===== src/rtl/lpu_pkg.sv =====
package lpu_pkg;

    typedef enum logic [3:0] {
        OP_CPY_ALN = 4'd0,
        OP_CPY_UNA = 4'd1,
        OP_SCL_LO  = 4'd2,
        OP_INS_HI  = 4'd3,
        OP_INS_LO  = 4'd4,
        OP_SHUF    = 4'd5,
        OP_ILV_HI  = 4'd6,
        OP_ILV_LO  = 4'd7,
        OP_SGN_MSK = 4'd8
    } lpu_op_e;

    typedef enum logic [2:0] {
        SEL_S1_LO = 3'd0,
        SEL_S1_HI = 3'd1,
        SEL_S2_LO = 3'd2,
        SEL_S2_HI = 3'd3,
        SEL_MEM   = 3'd4
    } lane_src_e;

    typedef struct packed {
        logic      legal;
        logic      vec_wr;
        logic      gpr_wr;
        logic      chk_align;
        lane_src_e lane_hi;
        lane_src_e lane_lo;
    } lpu_ctrl_t;

    localparam int NUM_LANES = 2;

    function automatic lane_src_e pick_s1(input logic hi);
        return hi ? SEL_S1_HI : SEL_S1_LO;
    endfunction

    function automatic lane_src_e pick_s2(input logic hi);
        return hi ? SEL_S2_HI : SEL_S2_LO;
    endfunction

endpackage


===== src/rtl/lpu_decode.sv =====
module lpu_decode
    import lpu_pkg::*;
(
    input  logic [3:0] op_code,
    input  logic [1:0] imm,
    input  logic       mem_op,
    output lpu_ctrl_t  ctrl
);
    always_comb begin
        ctrl = '{legal: 1'b0, vec_wr: 1'b0, gpr_wr: 1'b0, chk_align: 1'b0,
                 lane_hi: SEL_S1_HI, lane_lo: SEL_S1_LO};
        case (op_code)
            OP_CPY_ALN: begin
                ctrl.legal     = 1'b1;
                ctrl.vec_wr    = 1'b1;
                ctrl.chk_align = mem_op;
                ctrl.lane_hi   = SEL_S2_HI;
                ctrl.lane_lo   = SEL_S2_LO;
            end
            OP_CPY_UNA: begin
                ctrl.legal   = 1'b1;
                ctrl.vec_wr  = 1'b1;
                ctrl.lane_hi = SEL_S2_HI;
                ctrl.lane_lo = SEL_S2_LO;
            end
            OP_SCL_LO: begin
                ctrl.legal   = 1'b1;
                ctrl.vec_wr  = 1'b1;
                ctrl.lane_hi = SEL_S1_HI;
                ctrl.lane_lo = mem_op ? SEL_MEM : SEL_S2_LO;
            end
            OP_INS_HI: begin
                ctrl.legal   = 1'b1;
                ctrl.vec_wr  = 1'b1;
                ctrl.lane_hi = SEL_MEM;
                ctrl.lane_lo = SEL_S1_LO;
            end
            OP_INS_LO: begin
                ctrl.legal   = 1'b1;
                ctrl.vec_wr  = 1'b1;
                ctrl.lane_hi = SEL_S1_HI;
                ctrl.lane_lo = SEL_MEM;
            end
            OP_SHUF: begin
                ctrl.legal   = 1'b1;
                ctrl.vec_wr  = 1'b1;
                ctrl.lane_hi = pick_s2(imm[1]);
                ctrl.lane_lo = pick_s1(imm[0]);
            end
            OP_ILV_HI: begin
                ctrl.legal   = 1'b1;
                ctrl.vec_wr  = 1'b1;
                ctrl.lane_hi = SEL_S2_HI;
                ctrl.lane_lo = SEL_S1_HI;
            end
            OP_ILV_LO: begin
                ctrl.legal   = 1'b1;
                ctrl.vec_wr  = 1'b1;
                ctrl.lane_hi = SEL_S2_LO;
                ctrl.lane_lo = SEL_S1_LO;
            end
            OP_SGN_MSK: begin
                ctrl.legal  = 1'b1;
                ctrl.gpr_wr = 1'b1;
            end
            default: ;
        endcase
    end
endmodule


===== src/rtl/lpu_lane_sel.sv =====
module lpu_lane_sel
    import lpu_pkg::*;
#(
    parameter int LANE_W = 64,
    localparam int VEC_W = NUM_LANES * LANE_W
) (
    input  logic [VEC_W-1:0]     src1,
    input  logic [VEC_W-1:0]     src2,
    input  logic [LANE_W-1:0]    mem_word,
    input  lpu_ctrl_t            ctrl,
    output logic [VEC_W-1:0]     vec_out,
    output logic [NUM_LANES-1:0] signs
);
    for (genvar g = 0; g < NUM_LANES; g++) begin : g_lane
        lane_src_e sel;
        assign sel = (g == 0) ? ctrl.lane_lo : ctrl.lane_hi;
        always_comb begin
            case (sel)
                SEL_S1_LO: vec_out[g*LANE_W +: LANE_W] = src1[0 +: LANE_W];
                SEL_S1_HI: vec_out[g*LANE_W +: LANE_W] = src1[LANE_W +: LANE_W];
                SEL_S2_LO: vec_out[g*LANE_W +: LANE_W] = src2[0 +: LANE_W];
                SEL_S2_HI: vec_out[g*LANE_W +: LANE_W] = src2[LANE_W +: LANE_W];
                default:   vec_out[g*LANE_W +: LANE_W] = mem_word;
            endcase
        end
        assign signs[g] = src1[g*LANE_W + LANE_W - 1];
    end
endmodule


===== src/rtl/lpu_align_chk.sv =====
module lpu_align_chk #(
    parameter int ADDR_W      = 32,
    parameter int ALIGN_BYTES = 16,
    localparam int ALIGN_LSB  = $clog2(ALIGN_BYTES)
) (
    input  logic              chk,
    input  logic [ADDR_W-1:0] addr,
    output logic              misaligned
);
    assign misaligned = chk && (addr[ALIGN_LSB-1:0] != '0);
endmodule


===== src/rtl/lane_permute_unit.sv =====
module lane_permute_unit
    import lpu_pkg::*;
#(
    parameter int LANE_W      = 64,
    parameter int ADDR_W      = 32,
    parameter int ALIGN_BYTES = 16,
    localparam int VEC_W      = NUM_LANES * LANE_W
) (
    input  logic              clk,
    input  logic              rst,
    input  logic              op_valid,
    input  logic [3:0]        op_code,
    input  logic [1:0]        imm,
    input  logic              mem_op,
    input  logic [ADDR_W-1:0] mem_addr,
    input  logic [VEC_W-1:0]  src1,
    input  logic [VEC_W-1:0]  src2,
    input  logic [LANE_W-1:0] mem_word,
    output logic [VEC_W-1:0]  vec_res,
    output logic              vec_we,
    output logic [LANE_W-1:0] gpr_res,
    output logic              gpr_we,
    output logic              align_fault
);
    lpu_ctrl_t              ctrl;
    logic [VEC_W-1:0]       lanes;
    logic [NUM_LANES-1:0]   signs;
    logic                   misal;
    logic                   go;
    logic                   do_vec;
    logic                   do_gpr;

    lpu_decode u_decode (
        .op_code (op_code),
        .imm     (imm),
        .mem_op  (mem_op),
        .ctrl    (ctrl)
    );

    lpu_lane_sel #(.LANE_W(LANE_W)) u_lane_sel (
        .src1     (src1),
        .src2     (src2),
        .mem_word (mem_word),
        .ctrl     (ctrl),
        .vec_out  (lanes),
        .signs    (signs)
    );

    lpu_align_chk #(.ADDR_W(ADDR_W), .ALIGN_BYTES(ALIGN_BYTES)) u_align (
        .chk        (ctrl.chk_align),
        .addr       (mem_addr),
        .misaligned (misal)
    );

    assign go     = op_valid && ctrl.legal;
    assign do_vec = go && ctrl.vec_wr && !misal;
    assign do_gpr = go && ctrl.gpr_wr;

    always_ff @(posedge clk) begin
        if (rst) begin
            vec_res     <= '0;
            gpr_res     <= '0;
            vec_we      <= 1'b0;
            gpr_we      <= 1'b0;
            align_fault <= 1'b0;
        end else begin
            vec_we      <= do_vec;
            gpr_we      <= do_gpr;
            align_fault <= go && misal;
            if (do_vec) vec_res <= lanes;
            if (do_gpr) gpr_res <= {{(LANE_W-NUM_LANES){1'b0}}, signs};
        end
    end

    // at most one strobe per cycle; a fault never coexists with a write
    p_one_strobe_r12: assert property (@(posedge clk) disable iff (rst)
        $onehot0({vec_we, gpr_we, align_fault}));

    // unaligned copy never faults
    p_una_nofault_r3: assert property (@(posedge clk) disable iff (rst)
        (op_valid && op_code == OP_CPY_UNA) |=> (!align_fault && vec_we));

    // low insert keeps the high lane of the old destination
    p_lo_ins_keep_r6: assert property (@(posedge clk) disable iff (rst)
        (op_valid && op_code == OP_INS_LO) |=>
            (vec_res[VEC_W-1:LANE_W] == $past(src1[VEC_W-1:LANE_W])));

    // high insert keeps the low lane of the old destination
    p_hi_ins_keep_r5: assert property (@(posedge clk) disable iff (rst)
        (op_valid && op_code == OP_INS_HI) |=>
            (vec_res[LANE_W-1:0] == $past(src1[LANE_W-1:0])));

    // sign mask has zero upper bits
    p_sgn_upper_r10: assert property (@(posedge clk) disable iff (rst)
        gpr_we |-> (gpr_res[LANE_W-1:NUM_LANES] == '0));

    // nothing is written after an idle cycle
    p_idle_quiet_r11: assert property (@(posedge clk) disable iff (rst)
        !op_valid |=> !(vec_we || gpr_we || align_fault));

    // a misaligned aligned-only memory copy faults
    p_aln_fault_r2: assert property (@(posedge clk) disable iff (rst)
        (op_valid && op_code == OP_CPY_ALN && mem_op && mem_addr[3:0] != 4'd0)
            |=> (align_fault && !vec_we));
endmodule


===== config.mk =====
export PLATFORM = sky130hd
export DESIGN_NAME = lane_permute_unit
export DESIGN_NICKNAME = d
export VERILOG_FILES = /design/src/rtl/lpu_pkg.sv /design/src/rtl/lpu_decode.sv /design/src/rtl/lpu_lane_sel.sv /design/src/rtl/lpu_align_chk.sv /design/src/rtl/lane_permute_unit.sv
export SDC_FILE = /design/constraint.sdc
export NUM_CORES = 1
export LEC_CHECK = 0
export BUFFER_PORTS_ARGS = -buffer_cell sky130_fd_sc_hd__buf_2
export CAP_MARGIN = 20
export CORE_AREA = 3 3 214 216
export CTS_BUF_LIST = sky130_fd_sc_hd__clkbuf_4 sky130_fd_sc_hd__clkbuf_8
export DETAILED_ROUTE_END_ITERATION = 12
export DIE_AREA = 0 0 217 219
export PLACE_DENSITY = 0.58
export REMOVE_ABC_BUFFERS = 1
export SYNTH_ARGS = -nofsm -noshare
export SYNTH_HDL_FRONTEND = slang
export SYNTH_SLANG_ARGS = --single-unit

===== constraint.sdc =====
create_clock -name clk -period 4.15 [get_ports clk]
set_input_delay 0.415 -clock clk [delete_from_list [all_inputs] [get_ports clk]]
set_output_delay 0.415 -clock clk [all_outputs]
set_load 0.01 [all_outputs]

* Word-level counts from Yosys, hierarchy flattened
Index checks and enable logic that the tools add are counted.
Word-level totals: register bits 133, output and inout port bits 195, bits of input ports 362, word-level logic and storage cells 43
Cells by class: mux-type cells 10, equal/unequal tests 14, reduce and logical (&&, ||, !) cells 14
Operators with widths (count):
- 64-bit case mux with 4 select lines | 2
- 6-bit case mux with 7 select lines | 1
- 4-bit by 3-bit == test with 1-bit output, second input constant | 4
- 3-bit by 2-bit == test with 1-bit output, second input constant | 4
- 9-bit OR reduction | 1
- 4-bit by 2-bit == test with 1-bit output, second input constant | 2
- 8-bit OR reduction | 1
- 3-bit by 1-bit == test with 1-bit output, second input constant | 2
- 1-bit logical AND | 6
- 3-bit logical NOT | 2
- 1-bit two-way mux | 6
- 4-bit by 1-bit == test with 1-bit output, second input constant | 1
- 4-bit == test, second input constant | 1
- 4-bit logical NOT | 1
- 4-bit nonzero test | 1
- 3-bit two-way mux | 1
- 2-bit OR reduction | 1
- 1-bit logical NOT | 1

* Logic depth before layout (Yosys ltp)
word-level depth 6, mapped depth 8, mapped depth without buffers 4

* Cells and area by module
From an unflattened synthesis, not the netlist that was laid out.
Second synthesis, totals: cell total of the unflattened synthesis 1286, area, all modules 11305.8 µm²
Modules (own cells, without submodules):
- lane_permute_unit | times used 1, area each 6418.7 µm², seq. area each 2662.6 µm², cells an instance 636
- lpu_lane_sel | times used 1, area each 4724.5 µm², seq. area each 0.0 µm², cells an instance 627
- lpu_decode | times used 1, area each 151.4 µm², seq. area each 0.0 µm², cells an instance 22
- lpu_align_chk | times used 1, area each 11.3 µm², seq. area each 0.0 µm², cells an instance 1

* Least setup slack after synthesis
OpenSTA, ideal clock, no wires.
path type input to register, start input port op_code[3], end register vec_res[107], path slack 2.159 ns, stages on the path 7, library setup time 0.143 ns, data required time 4.007 ns, path buffers 3, arrival 1.848 ns, cells stage by stage buf_2 -> nand2b_1 -> clkbuf_1 -> buf_1 -> nor3_1 -> a2111oi_1 -> o41ai_2
Between the ends: longest elaborated chain between the ends 6, elaborated cells between the ends (all ways) 26, classes of those cells eq/ne: 11; mux: 5; reduce/logical: 10
Ends and longest elaborated chain:
- from (decl) | RTL line lane_permute_unit.sv:12 | input logic [3:0] op_code,
- parallel branches: the longest is 6 deep, another holds 64-bit case mux with 4 select lines
- to (signal assigned) | RTL line lane_permute_unit.sv:70 | if (do_vec) vec_res <= lanes;
- to (decl) | RTL line lane_permute_unit.sv:19 | output logic [VEC_W-1:0] vec_res,
Parallel ways; which one is timed is not known. A chain may end at the register's enable or synchronous reset.

* Final worst setup path
start input port op_code[0], end register vec_res[93]
The elaborated chain is that of the path after synthesis.

==> impl_metrics.csv <==
group,metric,value,unit
run_status,outcome,"finished, final reports clean",
timing,finalSetupTns,0,ps
cts,cts_setup_buffers,0,
grt,grt_usage,20.6,%
setup_path,worstPathRequired,4580,ps
cts,clk_latency,570,ps
grt,gr-total-overflow,0,
layout,layout_common_cells,"buf_2 (463), nor2_1 (134), dfxtp_1 (133), a21oi_1 (130), o21ai_0 (129)",
cts,cts_sinks,133,
drt,wirelength,51.8,mm
pwr,p_per_area,278,nW/um^2
run,max_cap_viol_count,0,
layout,area_growth_syn_to_layout,26.8,%
synthesis,yosys.area.top_type,"dfxtp_1",
synthesis,ys_ff_latch,133,
setup_path,cp-start-kind,"input pin",
drt,vias_per_cell,5.49,
hold_path,hold_path.startpoint,"src1[63]",
placement,dp_hpwl,35.2,mm
cts,cts_tree,"done",
drt,route.detailed.drc,0,
timing,fmax,454,MHz
drt,num_vias,12700,
timing,tightest_slew,988,ps
timing,clock-skew-final,0,ps
cts,cts_inserted_buffers,17,
synthesis,synthArstFlopShare,0,%
timing,period_minus_slack,2200,ps
synthesis,ys.flop_type,"dfxtp_1",
setup_path,critPathSlowestCell,"or3b_4",
synthesis,syn_area,10800,sq um
die,ios,557,
placement,placed_area,13300,sq um
cts,clockRootBuffer,"clkbuf_8",
drt,first_iter_violations,971,
die,rows,77,
setup_path,cp_num_buf_inv,2,
timing,setup_viol,0,
timing,finalMaxSlewViolations,0,
drt,dr.pass1.iters,6,
setup_path,max_stage_delay,620,ps
grt,antenna_found_initial,6,
setup_path,reg2regPathDepth,2,
synthesis,ys_warn_count,0,
synthesis,avgSynthCellArea,7.95,sq um
drt,wl_per_cell,22.3,microns
die,dieArea,47500,sq um
synthesis,synth.top_cells.by_area,"dfxtp_1 (25%), o41ai_2 (9.2%), mux2i_1 (6.1%)",
die,die_w,217,microns
pwr,p_leak,5.97,nW
layout,finalInstanceArea,13700,sq um
layout,finalNonFillerCells,2319,
hold_path,hold_path.class,"input pin to register",
synthesis,synth_top_area_share,24.6,%
synthesis,ys_types,41,
setup_path,path_common_cell,"buf_4",
setup_path,r2r_slack,3300,ps
cts,clock_path_buffers,2,
die,initial_core_util,24.5,%
layout,nNetsFinal,2074,
cts,h-tree-depth,4,
setup_path,crit_type,"input pin to register",
synthesis,synth_edf_count,0,
layout,final_common_cell,"buf_2",
setup_path,worst_r2r_endpoint,"vec_res[9]",
setup_path,cp-end-kind,"register",
cts,path_clk_slew,80,ps
placement,place_congestion,0.852,
grt,grt_pass1_vias,12600,
timing,relSlewSlack,34.1,%
grt,grt_max_degree,100,
hold_path,hold-path-endpoint,"gpr_res[0]",
placement,io_buffers,466,
synthesis,synth_seq_area_share,24.6,%
drt,ant_nets,0,
placement,place_inst,2285,
layout,nFillCells,4815,
cts,postCtsHoldBufs,0,
setup_path,crit_start,"op_code[0]",
timing,finalCritPeriodShare,53.0,%
pwr,ir_worst_vdd,0.203,mV
timing,grt_setup_unrepaired,"false",
layout,drive_above_1_share,37.4,%
setup_path,crit_path_max_fanout,36,
cts,cts-resized-gates,0,
setup_path,cp.arrival,2630,ps
die,die_y,219,microns
setup_path,reg2reg_from,"vec_res[9]",
grt,grt_pass1_wl,75.3,mm
setup_path,crit_chain,"buf_4 -> or3b_4 -> buf_4 -> a21oi_1 -> a2111oi_0 -> o41ai_2",
die,coreArea,44100,sq um
hold_path,hold_depth,3,
synthesis,syn-instance-count,1360,
setup_path,path_delay_family,"buffers and inverters",
timing,finalHoldViolCount,0,
-- layout make-up --
cell class	count	area [sq um]	area share, %
timing repair buffer	496	2690	19.6
clock inverter	10	130	0.948
inverter	65	244	1.78
antenna	2	5.00	0.0365
tap	592	741	5.40
clock buffer	22	278	2.02
sequential	133	2660	19.4
multi-input combinational	999	6970	50.8
-- per-layer routing --
metal / vias to the layer above / GRT usage [%] / wire [microns]
met3: 158 / 5.66 / 4580
met4: 8 / 10.1 / 1890
li1: 5661 / - / -
met2: 789 / 35.2 / 25100
met1: 6110 / 23.9 / 20100
met5: - / 0 / 60
-- report_power, final --
| group | internal (mW) | switching [mW] |
|---|---|---|
| clock | 0.630 | 0.635 |
| sequential | 1.36 | 0.0464 |
| combinational | 0.438 | 0.705 |
| total | 2.43 | 1.39 |
-- synth_stat cells, drive strengths merged (2+ instances only) --
library cell,n
a311oi,64
dfxtp,133
a2111oi,65
a22oi,63
nor3,65
mux2i,66
nand2b,5
o21a,2
and2,2
nor2,134
nand2,67
o21ai,129
nand3b,65
inv,65
buf,115
o41ai,64
nor2b,5
clkbuf,109
a21oi,131
-- cell families (layout without fill, tap and decap cells) --
group	count (synthesis)	after routing	share of synthesized area, %
DFF	133	133	24.6
muxes	66	66	6.11
buffers and inverters	289	593	13.9
other	1	64	0.0347
AOI/OAI and AO/OA	522	522	39.6
and+or+nand+nor	349	349	15.7
-- worst register-to-register path: cells and delay by family (launching register included) --
| kind | cells | cell delay [ps] |
|---|---|---|
| AO/OA/AOI/OAI | 1 | 240 |
| multiplexers | 1 | 100 |
| flip-flops | 1 | 420 |
-- flip-flops by register name, summed over array words and instances (netlist names) --
| signal | flops |
|---|---|
| gpr_res | 2 |
| vec_we | 1 |
| vec_res | 128 |
| gpr_we | 1 |
| align_fault | 1 |
-- per-stage QoR --
step / utilization (%) / total power, mW / hold WS, ps / setup slack [ps]
final: 31.1 / 3.81 / 104 / 1950
after floorplan: - / 1.99 / 487 / -1160
after global routing: 31.1 / 3.99 / 97.4 / 1710
after global placement: 30.2 / 2.54 / 466 / 1410
after detailed placement: 30.2 / 2.57 / 472 / 1380
after CTS: 31.1 / 3.84 / 44.7 / 2010
-- worst max-delay path by stage --
stage,to,cells past startpoint,slack (ps)
floorplan,vec_res[63],4,-1160
global placement,vec_res[9],5,1410
detailed placement,vec_res[93],6,1380
CTS,vec_res[9],5,2010
global route,vec_res[93],6,1710
finish,vec_res[93],6,1950
(Power assumes the default switching activity.)
